**src/rtl/tcp_pkg.sv**
```systemverilog
package tcp_pkg;
    localparam int CAR_W     = 12;
    localparam int DT_W      = 8;
    localparam int NUM_UNITS = 3;
    localparam int NUM_PH    = 3;
    localparam int NUM_LEGS  = NUM_UNITS * NUM_PH;
    localparam int POS_W     = CAR_W + 2;

    typedef logic [CAR_W-1:0]        car_t;
    typedef logic signed [CAR_W:0]   ref_t;
    typedef logic [DT_W-1:0]         dt_t;
    typedef logic [POS_W-1:0]        pos_t;

    typedef enum logic {DIR_UP = 1'b0, DIR_DOWN = 1'b1} dir_e;

    typedef struct packed {
        car_t cnt;
        dir_e dir;
    } carrier_t;

    localparam pos_t THREE = pos_t'(3);

    // Starting state of unit idx: lag of idx thirds of a full period.
    function automatic carrier_t carrier_preload(car_t p, logic [1:0] idx);
        pos_t per;
        pos_t third;
        pos_t pos;
        carrier_t r;
        per   = {1'b0, p, 1'b0};
        third = per / THREE;
        pos   = (idx == 2'd0) ? '0 : per - (pos_t'(idx) * third);
        if (pos < {2'b00, p}) begin
            r.cnt = pos[CAR_W-1:0];
            r.dir = DIR_UP;
        end else begin
            r.cnt = CAR_W'(per - pos);
            r.dir = DIR_DOWN;
        end
        return r;
    endfunction

    // Signed threshold 2*cnt - p used by every comparator.
    function automatic logic signed [POS_W-1:0] carrier_level(car_t cnt, car_t p);
        return $signed({1'b0, cnt, 1'b0}) - $signed({2'b00, p});
    endfunction
endpackage

```
**src/rtl/tcp_carrier.sv**
```systemverilog
module tcp_carrier
    import tcp_pkg::*;
#(
    parameter int unsigned UNIT = 0
) (
    input  logic     clk,
    input  logic     rst,
    input  car_t     half_period,
    output carrier_t st
);
    localparam logic [1:0] UNIT_IDX = 2'(UNIT);

    always_ff @(posedge clk) begin
        if (rst) begin
            st <= carrier_preload(half_period, UNIT_IDX);
        end else if (st.dir == DIR_UP) begin
            if (st.cnt >= half_period - 1'b1) begin
                st.cnt <= half_period;
                st.dir <= DIR_DOWN;
            end else begin
                st.cnt <= st.cnt + 1'b1;
            end
        end else begin
            if (st.cnt <= car_t'(1)) begin
                st.cnt <= '0;
                st.dir <= DIR_UP;
            end else begin
                st.cnt <= st.cnt - 1'b1;
            end
        end
    end

    // unit step per clock while the period setting is steady
    p_step_r1: assert property (@(posedge clk) disable iff (rst)
        (!rst && $stable(half_period)) |=>
            ((st.cnt == $past(st.cnt) + 1'b1) || (st.cnt == $past(st.cnt) - 1'b1)));

    // direction at the peak and at the floor
    p_peak_r1: assert property (@(posedge clk) disable iff (rst)
        (st.cnt == half_period) |-> (st.dir == DIR_DOWN));

    p_floor_r1: assert property (@(posedge clk) disable iff (rst)
        (st.cnt == '0) |-> (st.dir == DIR_UP));
endmodule

```
**src/rtl/tcp_refhold.sv**
```systemverilog
module tcp_refhold
    import tcp_pkg::*;
(
    input  logic clk,
    input  logic rst,
    input  logic upd,
    input  ref_t ref_in [NUM_PH],
    output ref_t ref_q  [NUM_PH]
);
    genvar ph;
    generate
        for (ph = 0; ph < NUM_PH; ph++) begin : g_ph
            always_ff @(posedge clk) begin
                if (rst)
                    ref_q[ph] <= '0;
                else if (upd)
                    ref_q[ph] <= ref_in[ph];
            end

            // held value moves only after a capture instant
            p_hold_r4: assert property (@(posedge clk) disable iff (rst)
                (!rst && !upd) |=> $stable(ref_q[ph]));
        end
    endgenerate
endmodule

```
**src/rtl/tcp_deadtime.sv**
```systemverilog
module tcp_deadtime
    import tcp_pkg::*;
(
    input  logic clk,
    input  logic rst,
    input  dt_t  dead_time,
    input  logic cmd,
    output logic hi,
    output logic lo
);
    logic cur;
    dt_t  tmr;

    always_ff @(posedge clk) begin
        if (rst) begin
            cur <= 1'b0;
            tmr <= dead_time;
        end else if (cmd != cur) begin
            cur <= cmd;
            tmr <= dead_time;
        end else if (tmr != '0) begin
            tmr <= tmr - 1'b1;
        end
    end

    assign hi = cur  && (tmr == '0);
    assign lo = !cur && (tmr == '0);

    // a newly raised switch follows a cycle where its partner was off
    p_rise_gap_r7: assert property (@(posedge clk) disable iff (rst)
        (dead_time != '0 && $rose(hi)) |-> $past(!lo));

    p_lo_gap_r7: assert property (@(posedge clk) disable iff (rst)
        (dead_time != '0 && $rose(lo)) |-> $past(!hi));
endmodule

```
**src/rtl/tri_carrier_pwm.sv**
```systemverilog
module tri_carrier_pwm
    import tcp_pkg::*;
(
    input  logic                 clk,
    input  logic                 rst,
    input  logic [CAR_W-1:0]     half_period,
    input  logic [DT_W-1:0]      dead_time,
    input  logic signed [CAR_W:0] ref_a,
    input  logic signed [CAR_W:0] ref_b,
    input  logic signed [CAR_W:0] ref_c,
    output logic [NUM_LEGS-1:0]  up_gate,
    output logic [NUM_LEGS-1:0]  lo_gate
);
    carrier_t             car_st [NUM_UNITS];
    ref_t                 ref_in [NUM_PH];
    ref_t                 ref_q  [NUM_PH];
    logic                 upd;
    logic [NUM_LEGS-1:0]  up_cmd;

    assign ref_in[0] = ref_a;
    assign ref_in[1] = ref_b;
    assign ref_in[2] = ref_c;

    genvar u, ph;
    generate
        for (u = 0; u < NUM_UNITS; u++) begin : g_unit
            tcp_carrier #(.UNIT(u)) u_car (
                .clk         (clk),
                .rst         (rst),
                .half_period (half_period),
                .st          (car_st[u])
            );
        end
    endgenerate

    // Capture instants follow unit 0: floor, quarter points, peak.
    assign upd = (car_st[0].cnt == '0) ||
                 (car_st[0].cnt == half_period) ||
                 (car_st[0].cnt == (half_period >> 1));

    tcp_refhold u_hold (
        .clk    (clk),
        .rst    (rst),
        .upd    (upd),
        .ref_in (ref_in),
        .ref_q  (ref_q)
    );

    generate
        for (u = 0; u < NUM_UNITS; u++) begin : g_cmp_u
            for (ph = 0; ph < NUM_PH; ph++) begin : g_cmp_p
                localparam int LEG = u * NUM_PH + ph;
                logic signed [POS_W-1:0] ref_ext;
                logic signed [POS_W-1:0] level;

                assign ref_ext = {ref_q[ph][CAR_W], ref_q[ph]};
                assign level   = carrier_level(car_st[u].cnt, half_period);

                always_ff @(posedge clk) begin
                    if (rst)
                        up_cmd[LEG] <= 1'b0;
                    else
                        up_cmd[LEG] <= (ref_ext > level);
                end

                tcp_deadtime u_dt (
                    .clk       (clk),
                    .rst       (rst),
                    .dead_time (dead_time),
                    .cmd       (up_cmd[LEG]),
                    .hi        (up_gate[LEG]),
                    .lo        (lo_gate[LEG])
                );
            end
        end
    endgenerate

    // no leg has both switches commanded on
    p_no_shoot_r6: assert property (@(posedge clk) disable iff (rst)
        ((up_gate & lo_gate) == '0));

    // without blanking the lower switch mirrors the upper one
    p_mirror_r5: assert property (@(posedge clk) disable iff (rst)
        (dead_time == '0) |-> (lo_gate == ~up_gate));
endmodule

```
**config.mk**
```make
export PLATFORM = sky130hd
export DESIGN_NAME = tri_carrier_pwm
export DESIGN_NICKNAME = d
export VERILOG_FILES = /design/src/rtl/tcp_pkg.sv /design/src/rtl/tcp_carrier.sv /design/src/rtl/tcp_refhold.sv /design/src/rtl/tcp_deadtime.sv /design/src/rtl/tri_carrier_pwm.sv
export SDC_FILE = /design/constraint.sdc
export NUM_CORES = 1
export LEC_CHECK = 0
export BUFFER_PORTS_ARGS = -buffer_cell sky130_fd_sc_hd__buf_2
export CORE_MARGIN = 2
export CORE_UTILIZATION = 45
export CTS_CLUSTER_DIAMETER = 80
export DETAILED_ROUTE_END_ITERATION = 10
export GPL_TIMING_DRIVEN = 0
export PLACE_DENSITY = 0.63
export SETUP_SLACK_MARGIN = 0.05
export SLEW_MARGIN = 20
export SYNTH_ARGS = -nofsm -noshare
export SYNTH_HDL_FRONTEND = slang
export SYNTH_SLANG_ARGS = --single-unit
```
**constraint.sdc**
```tcl
create_clock -name clk -period 24.2 [get_ports clk]
set_input_delay 3.63 -clock clk [delete_from_list [all_inputs] [get_ports clk]]
set_output_delay 3.63 -clock clk [all_outputs]
set_load 0.005 [all_outputs]
```
==> results of run 1 <==
==> power groups by stage <==
stage	logic (mW)	clock network (mW)	registers [mW]
2_1_floorplan	1.19	0	0.509
3_3_place_gp	1.52	0	0.558
3_5_place_dp	1.56	0	0.562
4_1_cts	1.58	0.279	0.556
5_1_grt	1.78	0.289	0.572
6_report	1.59	0.274	0.560
==> routing by layer <==
metal  vias up  global-route usage  routed length (um)
li1       7988                   -                   -
met1      7755               0.359               25200
met2       494               0.442               24900
met3        89              0.0342                2980
met4         0               0.108                1830
met5         -                   0                   0
==> cells by family (layout without fill, tap and decap cells) <==
family / Yosys count / in the layout
compound gates: 529 / 529
xor+xnor: 177 / 177
fa+ha+maj: 282 / 282
buf+inv: 230 / 334
flops: 168 / 168
mux: 73 / 73
simple gates: 702 / 702
==> worst max-delay path: cells and delay by family <==
kind	cells	cell delay, ns
muxes	1	0.41
and+or+nand+nor	13	2.17
AOI/OAI and AO/OA	12	3.34
adders and majority gates	5	1.78
buffers and inverters	8	1.18
xor gates and xnor gates	1	0.19
==> state kept, by name (all words and copies together) (netlist names) <==
name	count
g_cmp_u.g_cmp_p.u_dt.cur	9
g_cmp_u.g_cmp_p.u_dt.tmr	72
g_unit.u_car.st	39
u_hold.ref_q	39
up_cmd	9
==> final timing paths <==
kind                                                       start                                          end  slack (ns)  cells past startpoint
worst max-delay path                              half_period[6]               g_unit[2].u_car.st[11]$_DFF_P_       11.78                     40
worst min-delay path                        up_cmd[5]$_SDFF_PP0_  g_cmp_u[1].g_cmp_p[2].u_dt.cur$_SDFFE_PP0N_        0.48                      1
worst max register to register  g_unit[0].u_car.st[1]$_SDFF_PP0_                         up_cmd[2]$_SDFF_PP0_       18.97                     20
worst min register to register              up_cmd[5]$_SDFF_PP0_  g_cmp_u[1].g_cmp_p[2].u_dt.cur$_SDFFE_PP0N_        0.48                      1
==> layout make-up <==
class                   count  area, sq um  share of cell area
multi-input cells        1763        12700               0.658
flip-flops and latches    168         4080               0.211
well taps                 518          648              0.0335
plain buffers             105          498              0.0257
inverters                 125          469              0.0242
clock buffers              18          429              0.0222
repair buffers             72          360              0.0186
clock inverters            14          133             0.00685
==> per-stage QoR <==
stage / hold WS, ns / area [sq um] / std cells
2_1_floorplan: 0.458 / 17800 / 2161
3_3_place_gp: 0.465 / 18800 / 2751
3_5_place_dp: 0.472 / 18800 / 2751
4_1_cts: 0.485 / 19400 / 2783
5_1_grt: 0.499 / 19400 / 2783
6_report: 0.478 / 19400 / 2783
==> placed cells by master (no fill, tap or decap), types with 12 or more instances in the layout <==
master and instances:
and2_1 12, or4_1 12, nand2_1 112, xor2_1 52, o21ai_0 89, clkbuf_16 17
mux2i_1 70, a31oi_1 26, dfxtp_1 96, buf_2 77, clkbuf_1 69, and3_1 16
nor3_1 51, nor2_1 251, xnor2_1 125, nor2b_1 41, a21o_1 63, edfxtp_1 72
o22ai_1 14, nand4_1 32, nand2b_1 52, nand3_1 50, nor4_1 24, ha_1 272
inv_1 119, a21oi_1 184, o21bai_1 13, o31ai_1 13, buf_4 22
==> metrics.yaml, run 1 <==
die:
  fp.dieH_um: 203
  die_x_um: 203
  initial_core_util: 0.458
  die_area_sq_um: 41100
  pin_count: 79
  rows: 72
  coreArea_sq_um: 38800
synth:
  synth_top_family_by_area: "adder cells"
  synth_edf_count: 72
  synth.mux.area_fraction: 0.0413
  ys_types: 97
  synth_xor_area_frac: 0.0871
  syn_avg_cell_area_sq_um: 8.23
  synth.top_cells.by_count: "ha_1, nor2_1, a21oi_1, xnor2_1, inv_1"
  synth_area_leader_cell: "ha_1"
  netlist_area_sq_um: 17800
  synth_compound_area_frac: 0.193
  postSynth.asyncResetShare: 0
  yosys_warnings: 0
  synth.most_common_cell: "ha_1"
  synthDominantCellAreaShare: 0.191
  synth_nets: 2500
  synth_adder_area_share: 0.200
  synth_area_leaders: "ha_1, edfxtp_1, dfxtp_1"
  synth-seq-area-share: 0.230
  synthSimpleGateAreaFrac: 0.195
  synth_cells: 2161
  ys.flop_type: "dfxtp_1"
  synth_seq_cells: 168
global_routing:
  grt_max_degree: 21
  grt-ovfl-total: 0
  grt_first_pass_wirelength_um: 86300
  antenna_found_initial: 0
  grt_pass1_vias: 15937
  grt_usage: 0.269
cts:
  cts.sinks: 168
  post-cts-setup-buffer-count: 0
  root_buffer: "clkbuf_16"
  clkTransAtPathRegs_ns: 0.07
  cts_resized: 0
  cts_tree: "yes"
  holdBufCountCts: 0
  clk_latency_ns: 0.48
  htreeDepth: 4
  clock_path_buffers: 2
  numCtsBuffers: 17
sta:
  tns_ns: 0
  grt_setup_unrepaired: "false"
  tightestPinTransition_ns: 1.09
  setup_slack_ns: 11.78
  hold_violations: 0
  slew_headroom: 0.256
  setup_viol_count_final: 0
  post-route-period-util: 0.513
  fin_skew_ns: 0.0125
  fin_crit_ns: 12.42
  max_freq_mhz: 80.5
  final_max_slew_viol_count: 0
routing:
  viasPerCell: 5.87
  ant_nets: 0
  drt_iter0_drc: 1153
  wire_per_inst_um: 19.7
  first_pass_iters: 7
  via_count: 16326
  wirelength_um: 54900
  drc: 0
power_and_ir_drop:
  vdd_drop_max_v: 0.0000846
  power_mw: 2.42
  p_sw_frac: 0.495
  intPower_mw: 1.22
  pwr-share-comb: 0.656
  power.leakage_nw: 8.82
  power.density_nw_per_um2: 125
  p_clk_frac: 0.113
  seqPwrFrac: 0.231
  p_switching_mw: 1.20
layout:
  diodes: 0
  layout-drive-gt1-share: 0.0764
  fillCellCount: 3772
  fin_util: 0.499
  area_delta_synth_final_pct: 8.83
  nets: 2591
outcome:
  outcome: "complete, no violations"
worst_setup_path:
  worstPathArrival_ns: 12.74
  cp-end-kind: "register"
  crit_path_max_fanout: 10
  crit_path_frequent_cell: "inv_1"
  max_stage_delay_ns: 0.64
  critPathRequiredTime_ns: 24.51
  crit_type: "input port to register"
  slowest_stage: "a311oi_2"
  startpoint_type: "input port"
place:
  numPortBuffers: 72
  place_congestion: 0.946
  dp_slack_ns: 11.34
  hpwlAfterDp_um: 43200
run:
  max_cap_violations: 0
hold_path:
  holdCritPathClass: "register to register"
(Power assumes the default switching activity.)
==> run 2, diff against run 1 <==
--- a/config.mk
+++ b/config.mk
@@ -11,7 +11,7 @@
 export CTS_CLUSTER_DIAMETER = 80
 export DETAILED_ROUTE_END_ITERATION = 10
 export GPL_TIMING_DRIVEN = 0
-export PLACE_DENSITY = 0.63
+export PLACE_DENSITY = 0.66
 export SETUP_SLACK_MARGIN = 0.05
 export SLEW_MARGIN = 20
 export SYNTH_ARGS = -nofsm -noshare
==> constraint.sdc (replaced) <==
create_clock -name clk -period 11.2 [get_ports clk]
set_input_delay 1.68 -clock clk [delete_from_list [all_inputs] [get_ports clk]]
set_output_delay 1.68 -clock clk [all_outputs]
set_load 0.005 [all_outputs]
==> run 2 against run 1 <==
Worst setup slack got worse by 11 ns. Die area did not move. Via count shrank 0.45%. Cell area unchanged. Register-to-register slack worse by 13 ns. Clock skew increased by 0.0013 ns. Clock power increased by 110%. Global-route usage fell by 0.13 points. Non-clock buffer count stayed put. Wire length is 0.47% higher. Largest power group unchanged. Highest routed layer unchanged.
==> metrics.yaml, run 2 (synthesized netlist as in run 1, its figures left out) <==
die:
  fp.dieH_um: 203  # unchanged
  initial_core_util: 0.458  # unchanged
  die_area_sq_um: 41100  # unchanged
  pin_count: 79  # unchanged
  rows: 72  # unchanged
  die_x_um: 203  # unchanged
  coreArea_sq_um: 38800  # unchanged
hold_path:
  min_from: "up_cmd[3]$_SDFF_PP0_"
  holdCritPathClass: "register to register"
  hold_end: "g_cmp_u[1].g_cmp_p[0].u_dt.cur$_SDFFE_PP0N_"
  whs_path_depth: 1  # unchanged
layout:
  layout-drive-gt1-share: 0.0759  # -0.000442
  layout_commonest_cell: "ha_1"
  largest_register_ff_count: 72  # unchanged
  nets: 2591  # unchanged
  regMostFlops: "g_cmp_u.g_cmp_p.u_dt.tmr"
  most-common-layout-cells: "ha_1, nor2_1, a21oi_1"
  finalNonFillerCells: 2783  # unchanged
  diodes: 0  # unchanged
  reg_top3: "g_cmp_u.g_cmp_p.u_dt.tmr: 72 flops, g_unit.u_car.st: 39 flops, u_hold.ref_q: 39 flops"
  area_delta_synth_final_pct: 8.83  # unchanged
  fillCellCount: 3779  # +0.19%
cts:
  htreeDepth: 4  # unchanged
  cts.sinks: 168  # unchanged
  clkTransAtPathRegs_ns: 0.07  # about the same
  root_buffer: "clkbuf_16"
  post-cts-setup-buffer-count: 0  # unchanged
  cts_resized: 0  # unchanged
  clk_latency_ns: 0.49  # about the same
  cts_tree: "yes"
  numCtsBuffers: 17  # unchanged
  clock_path_buffers: 2  # unchanged
  holdBufCountCts: 0  # unchanged
sta:
  slew_headroom: 0.319  # +0.0632
  final_max_slew_viol_count: 0  # unchanged
  fin_crit_ns: 10.31
  max_freq_mhz: 97.0
  tns_ns: 0  # unchanged
  hold_violations: 0  # unchanged
  tightestPinTransition_ns: 1.02  # -0.0667 ns
  fin_skew_ns: 0.0138  # +0.00131 ns
  grt_setup_unrepaired: "false"
  whs_ns: 0.471  # -0.00604 ns
  setup_viol_count_final: 0  # unchanged
  post-route-period-util: 0.921
worst_setup_path:
  rr_worst_depth: 18  # -10%
  critPathTopFamily: "compound AO/OA/AOI/OAI gates"
  slowest_stage: "o41ai_1"
  rr_endpoint: "g_unit[1].u_car.st[7]$_DFF_P_"
  worst-path-buf-inv: 8  # unchanged
  critPathRequiredTime_ns: 11.53  # -12.98 ns
  crit_path_max_fanout: 10  # unchanged
  max_stage_delay_ns: 0.61  # -0.03 ns
  crit_type: "input port to register"
  reg2reg_slack_ns: 6.04  # -12.93 ns
  worstPathArrival_ns: 10.64  # -2.10 ns
  cp-end-kind: "register"
  crit_start: "half_period[6]"
  startpoint_type: "input port"
  reg2reg_from: "g_unit[1].u_car.st[1]$_DFF_P_"
  crit_path_frequent_cell: "inv_1"
outcome:
  outcome: "complete, no violations"
run:
  max_cap_violations: 0  # unchanged
global_routing:
  antenna_found_initial: 0  # unchanged
  grt_max_degree: 21  # unchanged
  grt_first_pass_wirelength_um: 85500  # -0.93%
  grt_pass1_vias: 15695  # -1.5%
  grt-ovfl-total: 0  # unchanged
  grt_usage: 0.268  # -0.00133
routing:
  viasPerCell: 5.84  # -0.45%
  via_count: 16252  # -0.45%
  drt_iter0_drc: 1194  # +3.6%
  wire_per_inst_um: 19.8  # +0.47%
  drc: 0  # unchanged
  wirelength_um: 55200  # +0.47%
  ant_nets: 0  # unchanged
  first_pass_iters: 6  # -1
power_and_ir_drop:
  vdd_drop_max_v: 0.000148  # +75%
  power.density_nw_per_um2: 270  # +120%
  power_mw: 5.24  # +120%
  pwr-share-comb: 0.657  # about the same
  p_clk_frac: 0.111  # -0.002
  p_sw_frac: 0.495  # about the same
  seqPwrFrac: 0.232  # about the same
  p_switching_mw: 2.59  # +120%
  power.leakage_nw: 8.81  # -0.15%
  intPower_mw: 2.65  # +120%
place:
  place_congestion: 0.961  # +1.6%
  dp_cells: 2751  # unchanged
  hpwlAfterDp_um: 43000  # -0.43%
  numPortBuffers: 72  # unchanged
## run 2: power groups by stage
| stage | clock, mW | sequential (mW) | combinational (mW) |
|---|---|---|---|
| 5_1_grt | 0.617 | 1.24 | 3.85 |
| 2_1_floorplan | 0 | 1.10 | 2.58 |
| 3_3_place_gp | 0 | 1.21 | 3.27 |
| 6_report | 0.582 | 1.21 | 3.44 |
| 4_1_cts | 0.594 | 1.21 | 3.40 |
| 3_5_place_dp | 0 | 1.22 | 3.37 |
## run 2: how the worst max path moves through the flow
stage / end / slack (ns) / cells past startpoint
after CTS: g_unit[2].u_car.st[11]$_DFF_P_ / 0.95 / 40
final: g_unit[2].u_car.st[11]$_DFF_P_ / 0.89 / 40
after global placement: g_unit[2].u_car.st[11]$_DFF_P_ / 0.59 / 40
after floorplan: g_unit[2].u_car.st[2]$_DFF_P_ / 2.08 / 39
after detailed placement: g_unit[2].u_car.st[11]$_DFF_P_ / 0.47 / 40
after global routing: g_unit[2].u_car.st[11]$_DFF_P_ / 0.08 / 40
## run 2: final cells by class
type                       instances  area, sq um  area share
clock inverter                    14          133     0.00685
inverter                         125          469      0.0242
timing repair buffer              72          360      0.0186
sequential                       168         4080       0.211
clock buffer                      18          429      0.0222
multi-input combinational       1763        12700       0.658
buffer                           105          498      0.0257
tap                              518          648      0.0335
## run 2: through the flow
step	setup WS [ns]	utilization	area, sq um
3_3_place_gp	0.585	0.484	18800
4_1_cts	0.947	0.499	19400
3_5_place_dp	0.469	0.484	18800
6_report	0.886	0.499	19400
2_1_floorplan	2.08	-	17800
5_1_grt	0.0823	0.499	19400
## run 2: layer usage
metal	global-route usage	share of wire
met1	0.353	0.45
met2	0.433	0.45
met3	0.0411	0.057
met4	0.121	0.041
met5	0	0
